$ cat src/rtl/mpu_chk_pkg.sv
package mpu_chk_pkg;
  typedef enum logic [1:0] {
    MODE_OFF   = 2'd0,
    MODE_TOR   = 2'd1,
    MODE_NA4   = 2'd2,
    MODE_NAPOT = 2'd3
  } match_mode_e;

  typedef enum logic [1:0] {
    ACC_READ  = 2'd0,
    ACC_WRITE = 2'd1,
    ACC_EXEC  = 2'd2,
    ACC_RSVD  = 2'd3
  } acc_kind_e;

  typedef struct packed {
    logic        lock;
    logic [1:0]  pad;
    match_mode_e mode;
    logic        x;
    logic        w;
    logic        r;
  } entry_cfg_t;
endpackage

$ cat src/rtl/mpu_chk_entry.sv
module mpu_chk_entry
  import mpu_chk_pkg::*;
#(
  parameter int XLEN  = 32,
  parameter int GRAIN = 0
) (
  input  entry_cfg_t      cfg_i,
  input  logic [XLEN-1:0] reg_i,
  input  logic [XLEN-1:0] prev_i,
  input  logic [XLEN-1:0] word_i,
  output logic            hit_o
);
  logic [XLEN-1:0] size_mask;
  logic            tor_hit, na4_hit, napot_hit;

  // reg ^ (reg+1) sets the trailing ones and the first zero; all ones gives all ones
  assign size_mask = reg_i ^ (reg_i + 1'b1);
  assign tor_hit   = (prev_i <= word_i) && (word_i < reg_i);
  assign napot_hit = ((word_i ^ reg_i) & ~size_mask) == '0;

  generate
    if (GRAIN >= 1) begin : g_no_na4
      assign na4_hit = 1'b0;
    end else begin : g_na4
      assign na4_hit = (word_i == reg_i);
    end
  endgenerate

  always_comb begin
    unique case (cfg_i.mode)
      MODE_TOR:   hit_o = tor_hit;
      MODE_NA4:   hit_o = na4_hit;
      MODE_NAPOT: hit_o = napot_hit;
      default:    hit_o = 1'b0;
    endcase
  end
endmodule

$ cat src/rtl/mpu_chk_prio.sv
module mpu_chk_prio #(
  parameter int N     = 8,
  parameter int IDX_W = 3
) (
  input  logic [N-1:0]     hits_i,
  output logic             any_o,
  output logic [IDX_W-1:0] idx_o
);
  always_comb begin
    any_o = |hits_i;
    idx_o = '0;
    for (int i = N - 1; i >= 0; i--) begin
      if (hits_i[i]) idx_o = IDX_W'(i);
    end
  end
endmodule

$ cat src/rtl/mpu_chk_perm.sv
module mpu_chk_perm
  import mpu_chk_pkg::*;
(
  input  entry_cfg_t cfg_i,
  input  logic       hit_i,
  input  logic       priv_m_i,
  input  logic       mml_i,
  input  logic       mmwp_i,
  input  acc_kind_e  kind_i,
  output logic       grant_o
);
  logic [2:0] rwx;      // {x,w,r}
  logic [2:0] m_perm, u_perm, perm;
  logic       allowed;

  assign rwx = {cfg_i.x, cfg_i.w, cfg_i.r};

  always_comb begin
    m_perm = 3'b000;
    u_perm = 3'b000;
    if (!mml_i) begin
      u_perm = (cfg_i.w && !cfg_i.r) ? 3'b000 : rwx;
      m_perm = cfg_i.lock ? u_perm : 3'b111;
    end else begin
      unique case ({cfg_i.lock, cfg_i.r, cfg_i.w, cfg_i.x})
        4'b0010: begin m_perm = 3'b011; u_perm = 3'b001; end
        4'b0011: begin m_perm = 3'b011; u_perm = 3'b011; end
        4'b1010: begin m_perm = 3'b100; u_perm = 3'b100; end
        4'b1011: begin m_perm = 3'b101; u_perm = 3'b100; end
        4'b1111: begin m_perm = 3'b001; u_perm = 3'b001; end
        default: begin
          if (cfg_i.lock) m_perm = rwx;
          else            u_perm = rwx;
        end
      endcase
    end
  end

  assign perm = priv_m_i ? m_perm : u_perm;

  always_comb begin
    if (!hit_i) allowed = priv_m_i && !mmwp_i;
    else begin
      unique case (kind_i)
        ACC_READ:  allowed = perm[0];
        ACC_WRITE: allowed = perm[1];
        ACC_EXEC:  allowed = perm[2];
        default:   allowed = 1'b0;
      endcase
    end
    grant_o = allowed && (kind_i != ACC_RSVD);
  end
endmodule

$ cat src/rtl/mpu_access_check.sv
module mpu_access_check
  import mpu_chk_pkg::*;
#(
  parameter int NUM_ENTRIES = 8,
  parameter int XLEN        = 32,
  parameter int GRAIN       = 0,
  localparam int IDX_W      = (NUM_ENTRIES > 1) ? $clog2(NUM_ENTRIES) : 1
) (
  input  logic                        clk_i,
  input  logic                        rst_i,
  input  logic [NUM_ENTRIES*8-1:0]    cfg_i,
  input  logic [NUM_ENTRIES*XLEN-1:0] addr_regs_i,
  input  logic [XLEN+1:0]             acc_addr_i,
  input  logic [1:0]                  acc_kind_i,
  input  logic                        priv_m_i,
  input  logic                        mml_i,
  input  logic                        mmwp_i,
  output logic                        grant_o,
  output logic                        hit_o,
  output logic [IDX_W-1:0]            hit_idx_o,
  output logic [1:0]                  hit_mode_o
);
  logic [XLEN-1:0]        word;
  logic [NUM_ENTRIES-1:0] hits;
  logic                   any_hit;
  logic [IDX_W-1:0]       sel_idx;
  entry_cfg_t             sel_cfg;
  logic                   grant_d;

  assign word = acc_addr_i[XLEN+1:2];

  generate
    for (genvar i = 0; i < NUM_ENTRIES; i++) begin : g_entry
      logic [XLEN-1:0] prev;
      if (i == 0) begin : g_first
        assign prev = '0;
      end else begin : g_rest
        assign prev = addr_regs_i[(i-1)*XLEN +: XLEN];
      end
      mpu_chk_entry #(.XLEN(XLEN), .GRAIN(GRAIN)) u_entry (
        .cfg_i  (entry_cfg_t'(cfg_i[i*8 +: 8])),
        .reg_i  (addr_regs_i[i*XLEN +: XLEN]),
        .prev_i (prev),
        .word_i (word),
        .hit_o  (hits[i])
      );
    end
  endgenerate

  mpu_chk_prio #(.N(NUM_ENTRIES), .IDX_W(IDX_W)) u_prio (
    .hits_i (hits),
    .any_o  (any_hit),
    .idx_o  (sel_idx)
  );

  assign sel_cfg = entry_cfg_t'(cfg_i[sel_idx*8 +: 8]);

  mpu_chk_perm u_perm (
    .cfg_i    (sel_cfg),
    .hit_i    (any_hit),
    .priv_m_i (priv_m_i),
    .mml_i    (mml_i),
    .mmwp_i   (mmwp_i),
    .kind_i   (acc_kind_e'(acc_kind_i)),
    .grant_o  (grant_d)
  );

  always_ff @(posedge clk_i) begin
    if (rst_i) begin
      grant_o    <= 1'b0;
      hit_o      <= 1'b0;
      hit_idx_o  <= '0;
      hit_mode_o <= 2'b00;
    end else begin
      grant_o    <= grant_d;
      hit_o      <= any_hit;
      hit_idx_o  <= any_hit ? sel_idx : '0;
      hit_mode_o <= any_hit ? sel_cfg.mode : 2'b00;
    end
  end
endmodule

$ cat config.mk
export PLATFORM = sky130hd
export DESIGN_NAME = mpu_access_check
export DESIGN_NICKNAME = d
export VERILOG_FILES = /design/src/rtl/mpu_chk_pkg.sv /design/src/rtl/mpu_chk_entry.sv /design/src/rtl/mpu_chk_prio.sv /design/src/rtl/mpu_chk_perm.sv /design/src/rtl/mpu_access_check.sv
export SDC_FILE = /design/constraint.sdc
export NUM_CORES = 1
export LEC_CHECK = 0
export CELL_PAD_IN_SITES_DETAIL_PLACEMENT = 0
export CELL_PAD_IN_SITES_GLOBAL_PLACEMENT = 1
export CORE_UTILIZATION = 40
export CTS_CLUSTER_DIAMETER = 50
export CTS_CLUSTER_SIZE = 16
export DETAILED_ROUTE_END_ITERATION = 8
export DONT_BUFFER_PORTS = 1
export PLACE_DENSITY = 0.81
export SLEW_MARGIN = 15
export SYNTH_ARGS = -nofsm -noshare
export SYNTH_HDL_FRONTEND = slang
export SYNTH_SLANG_ARGS = --single-unit
export TNS_END_PERCENT = 20
$ cat constraint.sdc
create_clock -name clk_i -period 5.96 [get_ports clk_i]
set_input_delay 1.192 -clock clk_i [delete_from_list [all_inputs] [get_ports clk_i]]
set_output_delay 1.192 -clock clk_i [all_outputs]
set_load 0.005 [all_outputs]
==> summary.md <==
| Metric | Value |
|---|---|
| Seq/Total Area, Yosys | 0.0130 |
| Share of the synthesized area in the top cell type | 0.306 |
| Syn Inst Count | 1494 |
| Initial Utilization | 0.411 |
| Max-slew violations | 0 |
| I/O Pins | between 300 and 400 |
| Cell row count | between 50 and 60 |
| Avg Inst Size Synth | around 7.2 um2 |
| Worst-path clk slew | 0.04 ns |
| Status | finished, violations left |
| DP Worst Slack | 0.227 ns |
| Post-route DRC violation count | 18 |
| Yosys warns | 0 |
| Post-CTS Resized | 0 |
| Finish-stage setup viols | 0 |
| Hold_ws | 1.03 ns |
| CTS sink cnt | 7 |
| WL final | 49100 um |
| Post-synth net total | 2119 |
| Max-cap violations | 0 |
| #FFs+latches synth | 7 |
| Post-place instance area | 11600 um2 |
| FF/Latch Area | 140 um2 |
| Die span in y | 166 um |
| H-Tree Depth | 1 |
| Largest net degree at the start of global routing | 15 |
| Die width | approximately 170 um |
| Layout fillers | about 2700 |
| GRT overflow | 0 |
| RSZ-0062 raised after global routing | no |
| Fin. Hold Viols | 0 |
| Layout Nets | 2159 |
| Ys flop type | dfxtp_1 |
| Vias in the first global route | ~12000 |
| Final WS setup | roughly 0.38 ns |
| Post-synthesis mux area share | 0.0217 |
| Crit path time final | 5.58 ns |
| Max VDD drop | roughly 0.07 mV |
| Worst hold path depth | 1 |
| Share of layout cells above drive strength 1 | 0.0535 |
| Placer Congestion | between 0.9 and 1 |
| DR pass1 iterations | 9 |
| Commonest cells in the netlist | 264 x ha_1, 137 x a21oi_1, 102 x inv_1, 97 x nand4_1, 85 x nand2_1 |
| Cell taking the most area after synthesis | ha_1 |
| Post-Synth Adder-Cell Area | 0.306 |
| First-pass GRT wire length | 73000 um |
| Required @ worst endpoint | 6.11 ns |
| Worst-path maximum fanout | 10 |
| Failing checks | DRC |
| Area taken by multi-input logic gates | 10200 um2 |
| XOR/XNOR Fraction of Synth Area | 0.00568 |
| Ant. Diodes | 0 |
| Port bufs | 0 |
| Yosys cell types | 82 |
| Largest family of logic cells by synthesized area | simple AND/OR/NAND/NOR gates |
| Compound-gate portion of the synthesized area | 0.304 |
| Most frequent cell after synthesis | ha_1 |
| Crit. End Element | flop |
| Slew @ Worst Pin | 0.766 ns |
| Via density | 7.09 |
| Hold Path Class | in2reg |
| Clk Tree Root Cell | clkbuf_16 |
| Initial antenna violation count | 0 |
| CTS tree | yes |
| Overall power | between 1 and 1.5 mW |
| GRT Util Overall | 0.338 |
| Max-slew headroom | 0.485 |
| FMAX | 179 MHz |
| Top cells by area, synth | ha_1 31%, a21oi_1 6.3%, nand4_1 5.6%, a31oi_1 4.7%, a41oi_1 3.8% |
| Clk buf depth | 2 |
| Post-synth EDFFs | 0 |
| DP HPWL | 41000 um |
| Hold_buf cts | 0 |
| Type of the worst setup path | in2reg |
| P_leak | 5.13 nW |
| Die ar. | roughly 28000 um2 |
| Arrival time worst endpoint | approximately 5.7 ns |
| Syn-to-layout area delta | 7.78% |
| Fin crit share | 0.936 |
| Core area | 26300 um2 |
| PwrDens | 92.6 nW/um2 |
| Post-route cell area | 11600 um2 |
| Via count | approximately 13000 |
| Simple-Gate Fraction of Synth Area | 0.307 |
| Mapped cell area | 10800 um2 |
| Mean routed wirelength per cell | 26.3 um |
| CP startpoint kind | primary input |
| Setup TNS Final | 0 ns |
| Hold Path End | hit_o |
| HP Start | rst_i |
| Initial DRC Count | around 1100 |
| CTS Buf Count | 3 |
| Post-CTS Setup Inserts | 0 |
| Final ANT Viol Nets | 0 |
| Ys async rst share | 0 |
## worst max path at each step
stage	endpoint	cells past startpoint	start
after floorplan	grant_o	19	acc_addr_i[3]
after CTS	grant_o	18	acc_addr_i[33]
after global placement	grant_o	19	acc_addr_i[29]
after global routing	grant_o	19	acc_addr_i[33]
after detailed placement	grant_o	19	acc_addr_i[33]
final	grant_o	20	acc_addr_i[30]
## stage by stage
step / util / instances
after floorplan: - / 1494
after global placement: 0.440 / 1864
after detailed placement: 0.440 / 1864
after CTS: 0.443 / 1868
after global routing: 0.443 / 1868
final: 0.443 / 1868
## routing by layer
layer | global-route usage | part of all wire | vias to the layer above
met5 | 0 | 0 | -
met4 | 0.145 | 0.053 | 0
met3 | 0.0775 | 0.11 | 133
met2 | 0.556 | 0.44 | 804
met1 | 0.421 | 0.40 | 6068
li1 | - | - | 6241
## registers in the layout, indices dropped and copies added, names as in the netlist
signal / cells
hit_idx_o: 3
hit_mode_o: 2
grant_o: 1
hit_o: 1
## cell usage in the layout (no fill, tap or decap), drive strengths merged, types with 15 or more instances in the layout
cell type,instances
and3,44
a211oi,15
nand2,85
buf,52
nor4,58
ha,264
a41oi,47
a31oi,81
mux2i,20
and4,23
o21ai,49
inv,102
nor3,40
a21o,35
nand3,74
nor2,84
and2,16
o211ai,17
nand4,101
a21oi,137
## layout make-up
type | instances | area share
clock buffers | 4 | 0.00677
inverters | 102 | 0.0329
multi-input cells | 1368 | 0.877
flip-flops and latches | 7 | 0.0120
well taps | 335 | 0.0360
repair buffers | 52 | 0.0357
## where the power goes
group	leakage, nW	total (mW)	switching [mW]	internal (mW)
Combinational	5.04	0.905	0.521	0.384
Sequential	0.0582	0.0594	0.00464	0.0548
Clock	0.0382	0.113	0.0242	0.0889
## critical path, stage by stage
cell,delay [ns]
inv_1,0.54
ha_1,0.24
nand4_1,0.13
or4_1,0.52
nor2_1,0.20
nor2_1,0.08
a311o_1,0.43
a31oi_1,0.21
buf_4,0.16
o32ai_4,0.11
o2111ai_4,0.37
buf_4,0.26
mux2i_1,0.21
nand3_1,0.11
nand4_2,0.21
and2b_1,0.15
a32o_1,0.11
a21oi_1,0.04
o32a_1,0.29
a31oi_1,0.17
## cells by family after synthesis
kind of cell,Yosys count
muxes,23
DFF,7
and+or+nand+nor,586
xor gates and xnor gates,7
AOI/OAI and AO/OA,488
buffers and inverters,119
adders and majority gates,264
Power figures use the tool's default switching activity.
